--- config.mk ---
export PLATFORM = sky130hd
export DESIGN_NAME = pwm_acc_top
export DESIGN_NICKNAME = d
export VERILOG_FILES = /design/src/rtl/pwm_acc_pkg.sv /design/src/rtl/pwm_acc_regs.sv /design/src/rtl/pwm_acc_core.sv /design/src/rtl/pwm_acc_top.sv
export SDC_FILE = /design/constraint.sdc
export NUM_CORES = 1
export LEC_CHECK = 0
export ABC_AREA = 1
export BUFFER_PORTS_ARGS = -buffer_cell sky130_fd_sc_hd__buf_4
export CAP_MARGIN = 10
export CORE_ASPECT_RATIO = 1.5
export CORE_MARGIN = 2
export CORE_UTILIZATION = 62
export DETAILED_ROUTE_END_ITERATION = 6
export PLACE_DENSITY = 0.91
export SLEW_MARGIN = 20
export SYNTH_ARGS = -nofsm -noshare
export SYNTH_HDL_FRONTEND = slang
export SYNTH_SLANG_ARGS = --single-unit
--- constraint.sdc ---
create_clock -name clk_i -period 4.8 [get_ports clk_i]
set_input_delay 0.96 -clock clk_i [delete_from_list [all_inputs] [get_ports clk_i]]
set_output_delay 0.96 -clock clk_i [all_outputs]
set_load 0.05 [all_outputs]
--- src/rtl/pwm_acc_pkg.sv ---
package pwm_acc_pkg;
  localparam int REG_W      = 32;
  localparam int EN_BIT     = 31;
  localparam int UPD_BIT    = 30;
  localparam int BASE_LSB   = 8;
  localparam int DIV_W      = 8;
  localparam int MAX_BASE_W = 22;
  localparam logic [DIV_W-1:0] DIV_OFF = '1;
endpackage

--- src/rtl/pwm_acc_regs.sv ---
module pwm_acc_regs
  import pwm_acc_pkg::*;
#(
  parameter int BASE_W = 16
) (
  input  logic              clk_i,
  input  logic              rst_ni,
  input  logic              we_i,
  input  logic [REG_W-1:0]  wdata_i,
  input  logic              apply_i,
  output logic              en_o,
  output logic              upd_o,
  output logic [BASE_W-1:0] base_o,
  output logic [DIV_W-1:0]  div_o
);
  logic              en_q, upd_q;
  logic [BASE_W-1:0] base_q;
  logic [DIV_W-1:0]  div_q;

  // writes are refused while an update is pending; slicing masks the step
  always_ff @(posedge clk_i or negedge rst_ni) begin
    if (!rst_ni) begin
      en_q   <= 1'b0;
      upd_q  <= 1'b0;
      base_q <= '0;
      div_q  <= DIV_OFF;
    end else if (we_i && !upd_q) begin
      en_q   <= wdata_i[EN_BIT];
      upd_q  <= wdata_i[UPD_BIT];
      base_q <= wdata_i[BASE_LSB +: BASE_W];
      div_q  <= wdata_i[DIV_W-1:0];
    end else if (apply_i) begin
      upd_q  <= 1'b0;
    end
  end

  assign en_o   = en_q;
  assign upd_o  = upd_q;
  assign base_o = base_q;
  assign div_o  = div_q;

  assert_busy_hold_R10: assert property (@(posedge clk_i) disable iff (!rst_ni)
    (we_i && upd_q) |=> ($stable(base_q) && $stable(div_q) && $stable(en_q)));

  assert_upd_clear_R7: assert property (@(posedge clk_i) disable iff (!rst_ni)
    $fell(upd_q) |-> $past(apply_i));
endmodule

--- src/rtl/pwm_acc_core.sv ---
module pwm_acc_core
  import pwm_acc_pkg::*;
#(
  parameter int BASE_W = 16
) (
  input  logic              clk_i,
  input  logic              rst_ni,
  input  logic              en_i,
  input  logic              upd_i,
  input  logic [BASE_W-1:0] base_sh_i,
  input  logic [DIV_W-1:0]  div_sh_i,
  output logic              apply_o,
  output logic              pwm_o
);
  logic [BASE_W-1:0] acc_q, base_q;
  logic [DIV_W-1:0]  div_q;
  logic              primed_q, en_prev_q;
  logic [BASE_W:0]   sum;
  logic              run, wrap;

  assign run     = en_i && primed_q;
  assign sum     = {1'b0, acc_q} + {1'b0, base_q};
  assign wrap    = sum[BASE_W];
  // a stopped channel has no cycle in flight: take the update at once
  assign apply_o = upd_i && (run ? wrap : 1'b1);
  assign pwm_o   = run && (acc_q[BASE_W-1 -: DIV_W] > div_q);

  always_ff @(posedge clk_i or negedge rst_ni) begin
    if (!rst_ni) begin
      acc_q     <= '0;
      base_q    <= '0;
      div_q     <= DIV_OFF;
      primed_q  <= 1'b0;
      en_prev_q <= 1'b0;
    end else begin
      acc_q     <= run ? sum[BASE_W-1:0] : '0;
      en_prev_q <= en_i;
      if (apply_o) begin
        base_q   <= base_sh_i;
        div_q    <= div_sh_i;
        primed_q <= 1'b1;
      end else if (en_prev_q && !en_i) begin
        primed_q <= 1'b0;
      end
    end
  end

  assert_off_low_R5: assert property (@(posedge clk_i) disable iff (!rst_ni)
    (div_q == DIV_OFF) |-> !pwm_o);

  assert_arm_by_update_R8: assert property (@(posedge clk_i) disable iff (!rst_ni)
    $rose(primed_q) |-> $past(apply_o));

  assert_stop_low_R9: assert property (@(posedge clk_i) disable iff (!rst_ni)
    $fell(en_i) |-> !pwm_o);

  assert_div_at_apply_R6: assert property (@(posedge clk_i) disable iff (!rst_ni)
    !$stable(div_q) |-> $past(apply_o));
endmodule

--- src/rtl/pwm_acc_top.sv ---
module pwm_acc_top
  import pwm_acc_pkg::*;
#(
  parameter int N_CH   = 4,
  parameter int BASE_W = 16,
  localparam int SEL_W = (N_CH > 1) ? $clog2(N_CH) : 1
) (
  input  logic             clk_i,
  input  logic             rst_ni,
  input  logic [SEL_W-1:0] sel_i,
  input  logic             we_i,
  input  logic [REG_W-1:0] wdata_i,
  output logic [REG_W-1:0] rdata_o,
  output logic             busy_o,
  output logic [N_CH-1:0]  pwm_o
);
  logic [REG_W-1:0] rdata_ch [N_CH];
  logic [N_CH-1:0]  upd_ch;

  for (genvar c = 0; c < N_CH; c++) begin : g_ch
    logic              we_c, en_c, apply_c;
    logic [BASE_W-1:0] base_c;
    logic [DIV_W-1:0]  div_c;

    assign we_c = we_i && (sel_i == SEL_W'(c));

    pwm_acc_regs #(.BASE_W(BASE_W)) i_regs (
      .clk_i   (clk_i),
      .rst_ni  (rst_ni),
      .we_i    (we_c),
      .wdata_i (wdata_i),
      .apply_i (apply_c),
      .en_o    (en_c),
      .upd_o   (upd_ch[c]),
      .base_o  (base_c),
      .div_o   (div_c)
    );

    pwm_acc_core #(.BASE_W(BASE_W)) i_core (
      .clk_i     (clk_i),
      .rst_ni    (rst_ni),
      .en_i      (en_c),
      .upd_i     (upd_ch[c]),
      .base_sh_i (base_c),
      .div_sh_i  (div_c),
      .apply_o   (apply_c),
      .pwm_o     (pwm_o[c])
    );

    always_comb begin
      rdata_ch[c]                     = '0;
      rdata_ch[c][EN_BIT]             = en_c;
      rdata_ch[c][UPD_BIT]            = upd_ch[c];
      rdata_ch[c][BASE_LSB +: BASE_W] = base_c;
      rdata_ch[c][DIV_W-1:0]          = div_c;
    end
  end

  always_comb begin
    rdata_o = '0;
    busy_o  = 1'b0;
    for (int c = 0; c < N_CH; c++) begin
      if (sel_i == SEL_W'(c)) begin
        rdata_o = rdata_ch[c];
        busy_o  = upd_ch[c];
      end
    end
  end

  initial begin
    assert_width_ok_R2: assert (BASE_W >= DIV_W && BASE_W <= MAX_BASE_W);
  end
endmodule

# == Word level (Yosys, flattened, before mapping) ==
# Index checks and enable logic that the tools add are counted.
# totals
output_inout_bits,37
inputBits,37
reg_bits,272
# op_classes
eq_ne,3
addsub,4
order_cmp,4
n_mux,32
reduce_logical,41
# ops
operator,count
32-bit 2-to-1 mux,4
16-bit by 16-bit adder with 17-bit output,4
16-bit 2-to-1 mux,4
8-bit greater-than comparator,4
1-bit logical AND,24
1-bit 2-to-1 mux,24
2-bit nonzero test,8
1-bit logical NOT,8
2-bit equality test (second input constant),2
2-bit by 1-bit equality test with 1-bit output (second input constant),1
2-bit logical NOT,1

# == Longest topological paths before layout ==
# logic_depth
word_depth,5
ltp_mapped,12

# == Modules after synthesis ==
# Synthesis repeated with hierarchy kept, for this count alone.
# hier_totals
hier_cells,2123
area_unflattened_um2,16270.6
# modules_own_cells
module,cells_each,instances,area_per_inst_um2
pwm_acc_core at g_ch[1].i_core ...,375,2,2697.6
pwm_acc_regs,114,4,1147.4
pwm_acc_core at g_ch[3].i_core,379,1,2710.1
pwm_acc_core at g_ch[0].i_core,374,1,2685.1
pwm_acc_top,164,1,890.9

# == Worst setup path after synthesis ==
# OpenSTA, ideal clock, no wires.
# synth_timing
kind,input to output
startpoint,input sel_i[1]
endpoint,output rdata_o[30]
t_required_ns,3.840
path_stages,4
arrival_ns,2.405
path_slack_ns,1.435
cell_sequence,nor2_4 nand2_1 a31oi_1 buf_4
# synth_via
elab_chain_cells,5
word_cells_on_any_way,8
cone_classes,3 x eq/ne; 4 x mux; 1 x reduce/logical
# synth_lines
item,line_no,source
start: declaration,pwm_acc_top.sv:10,"input logic [SEL_W-1:0] sel_i,"
2-bit logical NOT,pwm_acc_top.sv:63,if (sel_i == SEL_W'(c)) begin
32-bit 2-to-1 mux (3 in a row),pwm_acc_top.sv:63,
32-bit 2-to-1 mux *,pwm_acc_top.sv:63,
end: declaration,pwm_acc_top.sv:13,"output logic [REG_W-1:0] rdata_o,"
# Mark *: on every way between the ends. The rest lies on a longest branch, timed or not.

# == Worst setup path after layout ==
# layout_timing
startpoint,input sel_i[1]
endpoint,output busy_o
# layout_via
elab_chain_cells,5
word_cells_on_any_way,8
cone_classes,3 x eq/ne; 4 x mux; 1 x reduce/logical
# layout_lines
item,line_no,source
2-bit logical NOT,pwm_acc_top.sv:63,
1-bit 2-to-1 mux (3 in a row),pwm_acc_top.sv:63,
1-bit 2-to-1 mux *,pwm_acc_top.sv:63,
end: declaration,pwm_acc_top.sv:14,"output logic busy_o,"
# Marked as above.

==> flow_summary.yaml <==
worst_setup_path:
  cpMostUsedCell: "buf_4"
  crit_type: "input pin to output pin"
  crit_family: "simple AND/OR/NAND/NOR gates"
  reg2reg_to: "g_ch[1].i_core.base_q[11]$_DFFE_PN0P_"
  cp_num_cells: 5
  cp-end-kind: "output pin"
  arrival_ps: 2420
  critPathMaxFanout: 27
  endpoint: "busy_o"
  cp_num_buf_inv: 2
  slowest_delay_ps: 550
  crit_start: "sel_i[1]"
  r2r_slack_ps: 2400
  cp.required_ps: 3840
  r2r-start: "g_ch[1].i_core.base_q[0]$_DFFE_PN0P_"
  start_kind: "input pin"
  worstRegToRegCells: 11
  cp_cell_sequence: "buf_4 > nor2_4 > nand2_1 > a31oi_1 > buf_4"
  slowest_stage: "nor2_4"
final_layout:
  area_growth_syn_to_layout_pct: 9.11
  layout_common_cells: "nand2_1, inv_1, dfrtp_1"
  diodes: 0
  nets: 2193
  drive_gt1_frac: 0.0998
  layout.cells.non_filler: 2398
  final_common_cell: "nand2_1"
status:
  status: "finished clean"
grt:
  overflow: 0
  grt_first_pass_wirelength_um: 66100
  grt_pass1_vias: 13600
  grt.total_usage: 0.320
  grt_antenna_before_repair: 0
  grt_max_degree: 128
clock_tree:
  post_cts_resized: 0
  clk_latency_ps: 570
  cts-buffers-inserted: 25
  path_clk_slew_ps: 70
  cts_hold_buf: 0
  h-tree-depth: 1
  cts_max_path_buffers: 3
  cts_sinks: 272
  post_cts_buffers: 0
  cts_tree: "yes"
  cts_root_buf: "clkbuf_16"
detailed_routing:
  routedWlPerCell_um: 16.9
  routed_wl_um: 40600
  dr.first_iter.drc_count: 1098
  num_vias: 13600
  vias_per_cell: 5.68
  drtAntennaViolNets: 0
  drc: 0
  dr.pass1.iters: 7
power:
  p_per_area_mw_per_mm2: 433
  ir_drop_mv: 0.295
  p_leak_uw: 0.00916
placed_design:
  dp.cells: 2353
  gp_congestion: 0.986
  io_buffer_count: 61
  dp_hpwl_um: 30100
sta:
  slew_violations: 0
  rsz0062_at_grt: "false"
  clock.fmax_mhz: 296
  finalHoldViolCount: 0
  maxSlewHeadroom: 0.329
  tns_ps: 0
  period_needed_ps: 3380
  tightest_slew_ps: 1010
  setup_viol: 0
  fin_skew_ps: 32.4
  min_period_over_period: 0.704
synth:
  synth_cell_type_count: 33
  ys_seq_elements: 272
  netlist_area_mm2: 0.0153
  synthCells: 2025
  ys_seq_area_frac: 0.450
  synth.avg_cell_area_um2: 7.55
  yosys_warnings: 0
die:
  die_h_um: 196
  initial_core_util: 0.628
  coreArea_mm2: 0.0243
  ios: 74
  die_area_mm2: 0.0260
  rows: 70
  die_w_um: 132
min_path:
  hp-class: "input pin to asynchronous set/reset pin"
job:
  maxCapViolCount: 0
## area by class of cell
class | instances | area, µm²
fillers | 1936 | 7670
inverters | 263 | 987
clock inverters | 13 | 139
flip-flops and latches | 272 | 6890
multi-input cells | 1424 | 7030
well taps | 324 | 405
repair buffers | 70 | 546
clock buffers | 32 | 682
## synth_stat cells
library cell  number  area (µm²)
nor2_4             2        22.5
nand3_1          155         776
buf_4             19         143
and2_1            11        68.8
clkbuf_1          40         150
inv_1            258         968
o21bai_1           1        7.51
inv_2              5        18.8
nand3b_1           9        67.6
buf_2              4        20.0
nand3_2            4        40.0
nor3_1             6        30.0
a21oi_1           82         410
buf_6              8        90.1
xnor2_1            1        8.76
dfrtp_1          208        5200
nand2_4            8        90.1
fa_1               4        80.1
a31oi_1            1        6.26
nand2_1          758        2850
o21ai_1           30         150
nand2_2            5        31.3
o22ai_1            3        18.8
or2_2              1        6.26
nand4_1           28         175
a21oi_2            1        8.76
a211oi_1           4        30.0
nor2_2             5        31.3
ha_1              96        1200
conb_1             1        3.75
o21ai_0          111         556
dfstp_2           64        1680
nor2_1            92         345
## per-stage QoR
stage / util / setup WS (ps) / hold slack, ps / total power, µW / cell area, µm²
after global routing: 0.685 / 1300 / 483 / 7610 / 16700
after CTS: 0.685 / 1400 / 464 / 7200 / 16700
after global placement: 0.651 / 1420 / 451 / 5030 / 15900
after detailed placement: 0.651 / 1400 / 453 / 5160 / 15900
final: 0.685 / 1420 / 458 / 7220 / 16700
after floorplan: - / 1440 / 428 / 4520 / 15300
## where the power goes
| part | total (µW) | switching, µW | internal (µW) |
|---|---|---|---|
| clock network | 2040 | 914 | 1120 |
| logic | 1880 | 1250 | 633 |
| registers | 3300 | 441 | 2860 |
## state kept, by name, indices dropped and copies added (netlist names)
signal	count
g_ch.i_regs.en_o	4
g_ch.i_core.primed_q	4
g_ch.i_core.acc_q	64
g_ch.i_core.en_prev_q	4
g_ch.i_regs.base_o	64
g_ch.i_regs.div_o	32
g_ch.i_core.div_q	32
g_ch.i_core.base_q	64
g_ch.i_regs.upd_o	4
## routing by layer
layer / routed length, µm / global-route usage / up-vias
li1: - / - / 6453
met2: 20300 / 0.555 / 533
met1: 14400 / 0.343 / 6437
met5: 0 / 0 / -
met4: 3830 / 0.269 / 0
met3: 2170 / 0.0444 / 199
## cell families (layout without fill, tap and decap cells)
group,Yosys count,after routing,share of synthesized area
buf+inv,334,378,0.0909
other cells,1,6,0.000245
xor+xnor,1,1,0.000573
simple gates,1084,1084,0.296
fa+ha+maj,100,100,0.0838
compound gates,233,233,0.0777
flops,272,272,0.450
## how the worst min path moves through the flow
stage / start / endpoint / slack (ps) / depth (start not counted)
after floorplan: g_ch[0].i_regs.en_o$_DFFE_PN0P_ / g_ch[0].i_core.en_prev_q$_DFF_PN0_ / 430 / 0
after global placement: g_ch[3].i_core.div_q[2]$_DFFE_PN1P_ / g_ch[3].i_core.div_q[2]$_DFFE_PN1P_ / 450 / 2
after detailed placement: g_ch[2].i_core.div_q[5]$_DFFE_PN1P_ / g_ch[2].i_core.div_q[5]$_DFFE_PN1P_ / 450 / 2
after CTS: g_ch[2].i_core.div_q[5]$_DFFE_PN1P_ / g_ch[2].i_core.div_q[5]$_DFFE_PN1P_ / 460 / 2
after global routing: g_ch[2].i_core.div_q[7]$_DFFE_PN1P_ / g_ch[2].i_core.div_q[7]$_DFFE_PN1P_ / 480 / 2
final: rst_ni / g_ch[3].i_core.base_q[6]$_DFFE_PN0P_ / 460 / 1
No activity file was read; power rests on OpenSTA's default activity.
